### src/rtl/rtc_alarm_irq_pkg.sv
// Package: shared constants and helpers for the alarm/interrupt unit.
// Assumes 8-bit register bytes and a 6-bit register index space.
package rtc_alarm_irq_pkg;

    localparam int unsigned REG_W     = 8;
    localparam int unsigned IDX_W     = 6;
    localparam int unsigned N_FIELDS  = 3;
    localparam int unsigned IDX_STAT  = 12;
    localparam int unsigned IDX_VALID = 13;

    // Index of alarm field f (seconds, minutes, hours) in register space
    function automatic int unsigned alarm_index(input int unsigned f);
        return 2 * f + 1;
    endfunction

    // A byte whose two top bits are set matches every value of its field
    function automatic logic is_wild(input logic [REG_W-1:0] b);
        return b[REG_W-1] & b[REG_W-2];
    endfunction

endpackage

### src/rtl/rtc_alarm_bank.sv
// Module: stores one alarm byte per time field and serves its readback.
// Assumes field f lives at register index 2*f+1; other indices are ignored.
module rtc_alarm_bank #(
    parameter int unsigned DATA_W  = 8,
    parameter int unsigned ADDR_W  = 6,
    parameter int unsigned FIELDS  = 3
) (
    input  logic                          clk,
    input  logic                          rst_n,
    input  logic                          wr_en,
    input  logic [ADDR_W-1:0]             wr_idx,
    input  logic [DATA_W-1:0]             wr_data,
    input  logic [ADDR_W-1:0]             rd_idx,
    output logic [FIELDS-1:0][DATA_W-1:0] alarms,
    output logic                          rd_hit,
    output logic [DATA_W-1:0]             rd_val
);
    import rtc_alarm_irq_pkg::*;

    genvar g;
    generate
        for (g = 0; g < FIELDS; g++) begin : g_field
            localparam logic [ADDR_W-1:0] MY_IDX = ADDR_W'(alarm_index(g));
            // Purpose: capture a write addressed to this field's index
            always_ff @(posedge clk) begin
                if (!rst_n)
                    alarms[g] <= '0;
                else if (wr_en && (wr_idx == MY_IDX))
                    alarms[g] <= wr_data;
            end
        end
    endgenerate

    // Purpose: select the addressed alarm byte for readback
    always_comb begin
        rd_hit = 1'b0;
        rd_val = '0;
        for (int f = 0; f < FIELDS; f++) begin
            if (rd_idx == ADDR_W'(alarm_index(f))) begin
                rd_hit = 1'b1;
                rd_val = alarms[f];
            end
        end
    end

endmodule

### src/rtl/rtc_alarm_match.sv
// Module: per-field compare of current time against the alarm bytes.
// Assumes a wildcard byte (top two bits set) matches any value.
module rtc_alarm_match #(
    parameter int unsigned DATA_W = 8,
    parameter int unsigned FIELDS = 3
) (
    input  logic [FIELDS-1:0][DATA_W-1:0] now_val,
    input  logic [FIELDS-1:0][DATA_W-1:0] alarms,
    output logic                          all_match
);
    import rtc_alarm_irq_pkg::*;

    logic [FIELDS-1:0] field_ok;

    genvar g;
    generate
        for (g = 0; g < FIELDS; g++) begin : g_cmp
            // Purpose: one field matches on equality or wildcard
            assign field_ok[g] = is_wild(alarms[g]) || (alarms[g] == now_val[g]);
        end
    endgenerate

    assign all_match = &field_ok;

endmodule

### src/rtl/rtc_irq_flags.sv
// Module: latches periodic, alarm and update-ended flags and forms the
// summary bit and status byte. Assumes events win over a same-cycle clear.
module rtc_irq_flags #(
    parameter int unsigned DATA_W = 8
) (
    input  logic              clk,
    input  logic              rst_n,
    input  logic              upd_done,
    input  logic              per_tick,
    input  logic              alarm_hit,
    input  logic              status_rd,
    input  logic              en_per,
    input  logic              en_alm,
    input  logic              en_upd,
    output logic              pf_q,
    output logic              af_q,
    output logic              uf_q,
    output logic              irqf,
    output logic [DATA_W-1:0] status_byte
);
    localparam int unsigned PAD_W = DATA_W - 4;

    // Purpose: set flags on events, clear on status read, event has priority
    always_ff @(posedge clk) begin
        if (!rst_n) begin
            pf_q <= 1'b0;
            af_q <= 1'b0;
            uf_q <= 1'b0;
        end else begin
            pf_q <= per_tick | (pf_q & ~status_rd);
            af_q <= (upd_done & alarm_hit) | (af_q & ~status_rd);
            uf_q <= upd_done | (uf_q & ~status_rd);
        end
    end

    // Purpose: summary bit from each flag gated by its enable
    assign irqf = (pf_q & en_per) | (af_q & en_alm) | (uf_q & en_upd);

    // Purpose: pack the status byte with the low nibble forced to zero
    assign status_byte = {irqf, pf_q, af_q, uf_q, {PAD_W{1'b0}}};

endmodule

### src/rtl/rtc_alarm_irq.sv
// Module: top of the alarm match and interrupt status unit. Holds the
// registered read mux. Assumes one-cycle event pulses and one read per cycle.
module rtc_alarm_irq #(
    parameter int unsigned DATA_W = 8,
    parameter int unsigned ADDR_W = 6
) (
    input  logic              clk,
    input  logic              rst_n,
    input  logic [DATA_W-1:0] cur_sec,
    input  logic [DATA_W-1:0] cur_min,
    input  logic [DATA_W-1:0] cur_hour,
    input  logic              upd_done,
    input  logic              per_tick,
    input  logic              en_per,
    input  logic              en_alm,
    input  logic              en_upd,
    input  logic              wr_en,
    input  logic [ADDR_W-1:0] wr_idx,
    input  logic [DATA_W-1:0] wr_data,
    input  logic              rd_en,
    input  logic [ADDR_W-1:0] rd_idx,
    output logic [DATA_W-1:0] rd_data,
    output logic              irq_n
);
    import rtc_alarm_irq_pkg::*;

    localparam int unsigned FIELDS = N_FIELDS;
    localparam logic [ADDR_W-1:0] STAT_IDX  = ADDR_W'(IDX_STAT);
    localparam logic [ADDR_W-1:0] VALID_IDX = ADDR_W'(IDX_VALID);
    localparam logic [DATA_W-1:0] VALID_VAL = {1'b1, {(DATA_W-1){1'b0}}};

    logic [FIELDS-1:0][DATA_W-1:0] now_val;
    logic [FIELDS-1:0][DATA_W-1:0] alarms;
    logic                          bank_hit;
    logic [DATA_W-1:0]             bank_val;
    logic                          all_match;
    logic                          status_rd;
    logic                          pf_q, af_q, uf_q, irqf;
    logic [DATA_W-1:0]             status_byte;
    logic [DATA_W-1:0]             rd_next;

    assign now_val   = {cur_hour, cur_min, cur_sec};
    assign status_rd = rd_en && (rd_idx == STAT_IDX);

    rtc_alarm_bank #(.DATA_W(DATA_W), .ADDR_W(ADDR_W), .FIELDS(FIELDS)) u_bank (
        .clk(clk), .rst_n(rst_n), .wr_en(wr_en), .wr_idx(wr_idx),
        .wr_data(wr_data), .rd_idx(rd_idx), .alarms(alarms),
        .rd_hit(bank_hit), .rd_val(bank_val)
    );

    rtc_alarm_match #(.DATA_W(DATA_W), .FIELDS(FIELDS)) u_match (
        .now_val(now_val), .alarms(alarms), .all_match(all_match)
    );

    rtc_irq_flags #(.DATA_W(DATA_W)) u_flags (
        .clk(clk), .rst_n(rst_n), .upd_done(upd_done), .per_tick(per_tick),
        .alarm_hit(all_match), .status_rd(status_rd), .en_per(en_per),
        .en_alm(en_alm), .en_upd(en_upd), .pf_q(pf_q), .af_q(af_q),
        .uf_q(uf_q), .irqf(irqf), .status_byte(status_byte)
    );

    // Purpose: choose the byte addressed by the read index
    always_comb begin
        if (bank_hit)
            rd_next = bank_val;
        else if (rd_idx == STAT_IDX)
            rd_next = status_byte;
        else if (rd_idx == VALID_IDX)
            rd_next = VALID_VAL;
        else
            rd_next = '0;
    end

    // Purpose: register read data on a read strobe, hold otherwise
    always_ff @(posedge clk) begin
        if (!rst_n)
            rd_data <= '0;
        else if (rd_en)
            rd_data <= rd_next;
    end

    assign irq_n = ~irqf;

endmodule

### config.mk
export PLATFORM = sky130hd
export DESIGN_NAME = rtc_alarm_irq
export DESIGN_NICKNAME = d
export VERILOG_FILES = /design/src/rtl/rtc_alarm_irq_pkg.sv /design/src/rtl/rtc_alarm_bank.sv /design/src/rtl/rtc_alarm_match.sv /design/src/rtl/rtc_irq_flags.sv /design/src/rtl/rtc_alarm_irq.sv
export SDC_FILE = /design/constraint.sdc
export NUM_CORES = 1
export LEC_CHECK = 0
export CORE_ASPECT_RATIO = 1.2
export CORE_MARGIN = 2
export CORE_UTILIZATION = 60
export CTS_CLUSTER_DIAMETER = 60
export CTS_CLUSTER_SIZE = 30
export DETAILED_ROUTE_END_ITERATION = 16
export DONT_BUFFER_PORTS = 1
export GPL_TIMING_DRIVEN = 0
export PLACE_DENSITY_LB_ADDON = 0.25
export SETUP_SLACK_MARGIN = 0.3
export SYNTH_ARGS = -nofsm -noshare
export SYNTH_HDL_FRONTEND = slang
export SYNTH_SLANG_ARGS = --single-unit
export TNS_END_PERCENT = 10
### constraint.sdc
create_clock -name clk -period 3.2 [get_ports clk]
set_input_delay 0.32 -clock clk [delete_from_list [all_inputs] [get_ports clk]]
set_output_delay 0.32 -clock clk [all_outputs]
set_load 0.01 [all_outputs]
==> results of run 1 <==
==> how the worst max path moves through the flow <==
| stage | end | slack (ns) | depth (start not counted) |
|---|---|---|---|
| 2_1_floorplan | u_bank.alarms[16] | 1.75 | 6 |
| 3_3_place_gp | rd_data[1] | 1.69 | 5 |
| 3_5_place_dp | rd_data[1] | 1.64 | 5 |
| 4_1_cts | irq_n | 1.59 | 1 |
| 5_1_grt | irq_n | 1.53 | 1 |
| 6_report | irq_n | 1.59 | 1 |
==> per-layer routing <==
metal / part of all wire / up-vias / track usage
met5: 0 / - / 0
met4: 0.039 / 0 / 0.162
met3: 0.069 / 17 / 0.0807
met2: 0.52 / 57 / 0.446
met1: 0.37 / 680 / 0.269
li1: - / 692 / -
==> state kept, by name, summed over array words and instances (netlist names) <==
register,cells
u_flags.af_q,1
u_bank.alarms,24
u_flags.uf_q,1
u_flags.pf_q,1
rd_data,8
==> cell usage in the layout (no fill, tap or decap), drive strengths merged, types with 2 or more instances in the layout <==
cell type	n
dfxtp	35
nor2b	26
mux2i	24
xor2	16
nand2	14
clkbuf	13
a22oi	9
xnor2	8
o21ai	7
o211a	6
nand2b	5
mux2	5
nor4	5
nand3	4
a21oi	3
nor3	3
or3b	2
buf	2
a31oi	2
nand4	2
nor2	2
==> layout make-up <==
class / count / share of cell area
Multi-Input combinational cell: 148 / 0.573
Sequential cell: 35 / 0.352
Buffer: 9 / 0.0245
Tap cell: 36 / 0.0227
Clock buffer: 6 / 0.0208
Clock inverter: 2 / 0.00629
==> power by group through the flow <==
stage	logic, mW	registers [mW]	clock network (mW)
finish	0.0566	0.450	0.239
global route	0.0631	0.452	0.259
CTS	0.0567	0.451	0.241
detailed placement	0.0564	0.461	0
global placement	0.0547	0.460	0
floorplan	0.0477	0.459	0
==> per-stage QoR <==
stage               instance area, sq um  std cells  setup slack [ns]  utilization  hold WS [ns]
finish                              1990        236              1.59        0.657        0.0959
global route                        1990        236              1.53        0.657         0.100
CTS                                 1990        236              1.59        0.657        0.0969
detailed placement                  1930        228              1.64        0.639         0.471
global placement                    1930        228              1.69        0.639         0.463
floorplan                           1890        192              1.75            -         0.458
==> logic make-up after synthesis <==
group,after synthesis
buffers and inverters,9
DFF,35
AOI/OAI and AO/OA,30
muxes,29
xor gates and xnor gates,24
and+or+nand+nor,65
==> impl_metrics.tcl, run 1 <==
set metrics [dict create \
    area_growth_synth_to_finish_pct 5.23 \
    cp-startpoint "u_flags.pf_q" \
    synth_xor_area_frac 0.111 \
    antenna_found_initial 0 \
    timing.final.hold_violations 0 \
    total_switching_power_mw 0.190 \
    timing.rr.start "u_flags.pf_q" \
    synth_top_family_by_area "simple AND/OR/NAND/NOR gates" \
    finalWeightedCongestion 0.852 \
    die_ar_sq_um 3620 \
    cell_with_the_most_instances_after_synthesis "sky130_fd_sc_hd__dfxtp_1" \
    vdd_ir_drop_max_v 0.000358 \
    synthDominantAreaCellType "sky130_fd_sc_hd__dfxtp_1" \
    crit_chain "a222oi_1" \
    critPathCaptureType "output port" \
    synth_compound_gate_area_share 0.114 \
    seq_area_frac_synth 0.371 \
    worst-path-buf-inv 0 \
    routed_via_density 6.13 \
    fin_nets 252 \
    clk-insertion-delay-late_ns 0.36 \
    seqCellArea_sq_um 701 \
    synth-edff-count 0 \
    synth_simple_gate_area_share 0.221 \
    final-setup-viol-count 0 \
    cts_htree_levels 2 \
    netlist-cell-type-count 30 \
    detailed_router_iteration_count_before_antenna_repair 4 \
    seq_power_share 0.604 \
    cts_buffer_depth 2 \
    synth_nets 245 \
    multiInputGateArea_sq_um 1140 \
    fmax_mhz 620 \
    synthDominantCellAreaShare 0.371 \
    post_cts_resized 0 \
    most_instantiated_cells_after_synthesis "sky130_fd_sc_hd__dfxtp_1, sky130_fd_sc_hd__nor2b_1, sky130_fd_sc_hd__mux2i_1" \
    yosysWarnings 0 \
    num_rows 22 \
    mappedNetlistArea_sq_um 1890 \
    total_power_mw 0.746 \
    final_period_minus_worst_setup_slack_ns 1.61 \
    total_leakage_power_nw 0.818 \
    hold_start "upd_done" \
    tritoncts_clock_tree "yes" \
    share_clk_of_total_power 0.321 \
    cts.sinks 35 \
    report.final.slew_viol_count 0 \
    critical-path-max-stage-delay_ns 0.59 \
    num_io_pins 62 \
    drc 0 \
    result_of_the_run "completed" \
    worst-endpoint-required_ns 2.88 \
    gr-total-overflow 0 \
    synth_mux_area_frac 0.157 \
    grt_max_degree 12 \
    min_delay_path_depth 2 \
    vias 1446 \
    setup-tns-final_ns 0 \
    switching_share 0.255 \
    path_delay_family "compound AO/OA/AOI/OAI gates" \
    floorplan.initialDensity 0.624 \
    cts.hold.buffers_added 0 \
    internal-power_mw 0.556 \
    p_per_area_nw_per_um2 375 \
    detail_route.iter0.violations 93 \
    rsz_0062_raised_after_global_routing "no" \
    port_buffers 0 \
    worstReg2RegEnd "rd_data[7]" \
    worst_slew_pin_slew_ns 0.627 \
    postRouteWirelength_um 4300 \
    worst_setup_hold_path_clk_slew_ns 0.12 \
    die_x_um 55.2 \
    power.combinational.fraction 0.076 \
    synth.avg_cell_area_sq_um 9.84 \
    slowest_stage "sky130_fd_sc_hd__a222oi_1" \
    drive_above_1_share 0.105 \
    r2r_setup_slack_ns 1.70 \
    route.detailed.wl_per_inst_um 18.2 \
    period_share 0.504 \
    nFillCells 268 \
    root_buffer "sky130_fd_sc_hd__clkbuf_4" \
    async_flop_share 0 \
    hpwl_um 3400 \
    cts.repair_timing.setup_buffer_count 0 \
    grt_first_pass_wirelength_um 7110 \
    rr_worst_depth 5 \
    timing.max_cap.violations 0 \
    timing.clock.skew_ns 0.0165 \
    path_max_fanout 3 \
    numCtsBuffers 5 \
    yosys_most_used_dff "sky130_fd_sc_hd__dfxtp_1" \
    yosys-top-cells-area "sky130_fd_sc_hd__dfxtp_1, sky130_fd_sc_hd__mux2i_1, sky130_fd_sc_hd__nor2b_1" \
    grt_pass1_vias 1530 \
    setup.worst_path.start_class "flip-flop" \
    synth_seq_cells 35 \
    diodes 0 \
    worst-endpoint-arrival_ns 1.29 \
    worst_slew_margin_rel 0.582 \
    hold_path.class "input port to flip-flop" \
    core_sq_um 3030 \
    criticalPathCategory "flip-flop to output port" \
    synthesis.instances 192 \
    chipHeight_um 65.5 \
    worst_hold_path.endpoint "u_flags.af_q" \
    ant_nets 0 \
    synth_adder_area_share 0 \
    global_route.usage.total 0.257 \
]
Note: power is estimated with default switching activity, not from simulation.
==> inputs of run 2 (changes only) <==
CORE_UTILIZATION = 56   (was 60)
clock period = 1.3 ns   (was 3.2 ns; I/O delays follow)
==> run 2 against run 1 <==
Die area is 6.7% higher. Sequential share of layout area is 3.1 points lower. Cell area is 13% higher. First-iteration DRC count is 44% lower. Sequential power is 150% higher. Largest power group is now clock. The run now ends with negative setup slack left. Clock power grew to 4.9 times the previous value. Count of clock-buffer cells in the layout stayed put.
==> impl_metrics.tcl, run 2 (synthesis gave the netlist of run 1 again) <==
set metrics [dict create \
    port_buffers 0 \
    critPathCaptureType "flip-flop" \
    postRouteWirelength_um 4560 \
    die_x_um 57.0 \
    worst_slew_margin_rel 0.537 \
    report.final.slew_viol_count 0 \
    setup_ws_ns -0.149 \
    numCtsBuffers 5 \
    worst-endpoint-required_ns 1.49 \
    vdd_ir_drop_max_v 0.000803 \
    finalWeightedCongestion 0.924 \
    routed_via_density 6.05 \
    grt_max_degree 12 \
    preCtsSetupSlack_ns -0.174 \
    global_route.usage.total 0.238 \
    grt_pass1_vias 1409 \
    tritoncts_clock_tree "yes" \
    vias 1464 \
    cts_buffer_depth 2 \
    grt_first_pass_wirelength_um 6780 \
    cts.sinks 35 \
    drc 0 \
    period_share 1.11 \
    root_buffer "sky130_fd_sc_hd__clkbuf_8" \
    route.detailed.wl_per_inst_um 18.9 \
    total_power_mw 2.45 \
    mostFrequentLayoutCell "sky130_fd_sc_hd__nor2b_1" \
    detailed_router_iteration_count_before_antenna_repair 5 \
    core_sq_um 3280 \
    flip_flop_count_of_the_largest_register_after_layout 24 \
    antenna_found_initial 0 \
    final_period_minus_worst_setup_slack_ns 1.45 \
    num_io_pins 62 \
    final-setup-viol-count 2 \
    diodes 0 \
    worst-endpoint-arrival_ns 1.64 \
    gr-total-overflow 0 \
    timing.final.hold_violations 0 \
    ant_nets 0 \
    clk-insertion-delay-late_ns 0.30 \
    hpwl_um 3460 \
    path_max_fanout 3 \
    setup-tns-final_ns -0.174 \
    chipHeight_um 67.6 \
    fin_nets 257 \
    result_of_the_run "finished with violations" \
    finalNonFillerCells 242 \
    final_cell_area_sq_um 2240 \
    dpl_cell_area_sq_um 1940 \
    detail_route.iter0.violations 52 \
    hold_path.class "input port to flip-flop" \
    timing.max_cap.violations 0 \
    drive_above_1_share 0.244 \
    timing.clock.skew_ns 0.00632 \
    holdWs_ns 0.00370 \
    max_flop_register "u_bank.alarms" \
    floorplan.initialDensity 0.576 \
    layout.cells.most_common_list "sky130_fd_sc_hd__nor2b_1, sky130_fd_sc_hd__mux2i_1, sky130_fd_sc_hd__dfxtp_1" \
    reg.largest.list "u_bank.alarms: 24 flops, rd_data: 8 flops" \
    cts_htree_levels 2 \
    die_ar_sq_um 3860 \
    criticalPathCategory "flip-flop to flip-flop" \
    total_leakage_power_nw 0.929 \
    rsz_0062_raised_after_global_routing "yes" \
    worst_slew_pin_slew_ns 0.689 \
    place.detailed.instances 229 \
    worst_setup_hold_path_clk_slew_ns 0.07 \
    setup.worst_path.start_class "flip-flop" \
    area_growth_synth_to_finish_pct 18.5 \
    fin_util 0.683 \
    p_per_area_nw_per_um2 1090 \
    failing_checks "negative setup slack" \
    fmax_mhz 690 \
    num_rows 23 \
]
## run 2: changes by cell type in the layout (fill, tap and decap cells not counted), sizes merged
cell | previous run | this run
dlygate4sd3 | 0 | 4
bufinv | 0 | 2
buf | 2 | 3
clkinv | 1 | 0
clkinvlp | 1 | 0
## run 2: cell type report
cell class / count / area (sq um)
flip-flops and latches: 35 / 719
clock inverters: 2 / 60.1
well taps: 37 / 46.3
fillers: 266 / 1040
clock buffers: 6 / 72.6
multi-input cells: 148 / 1240
repair buffers: 5 / 47.5
plain buffers: 9 / 52.6
## run 2: power by group
group          leakage (nW)  internal [mW]  switching, mW
Clock                0.0654          0.766          0.403
Combinational         0.572         0.0908         0.0803
Sequential            0.291           1.09         0.0190
Total                 0.929           1.95          0.502
## run 2: repair_timing
item | CTS | global route
buffers inserted | 0 | 1
pin swaps | 18 | 20
hold buffers | 2 | 2
endpoints found under the hold margin | 3 | 2
resized for setup | 26 | 13
endpoints found under the setup margin | 10 | 32
## run 2: worst paths after layout
path / start / endpoint / slack [ns] / depth (start not counted)
max: u_flags.pf_q / rd_data[7] / -0.15 / 5
min: wr_data[7] / u_bank.alarms[23] / 0.004 / 2
max reg2reg: u_flags.pf_q / rd_data[7] / -0.15 / 5
min reg2reg: u_flags.af_q / u_flags.af_q / 0.51 / 2
## run 2: metal layers
| metal | global-route usage | vias up | wire [um] | part of all wire |
|---|---|---|---|---|
| met5 | 0 | - | 0 | 0 |
| met4 | 0.0843 | 0 | 76 | 0.017 |
| met3 | 0.0766 | 10 | 294 | 0.064 |
| met2 | 0.422 | 42 | 2410 | 0.53 |
| met1 | 0.269 | 708 | 1780 | 0.39 |
| li1 | - | 704 | - | - |
## run 2: worst max-delay path, cell delays in order (launching register included)
cell and delay [ns]:
sky130_fd_sc_hd__dfxtp_2 0.33, sky130_fd_sc_hd__a222oi_1 0.57, sky130_fd_sc_hd__nor2_1 0.10, sky130_fd_sc_hd__a21oi_1 0.15, sky130_fd_sc_hd__o211a_1 0.15, sky130_fd_sc_hd__o21ai_1 0.06
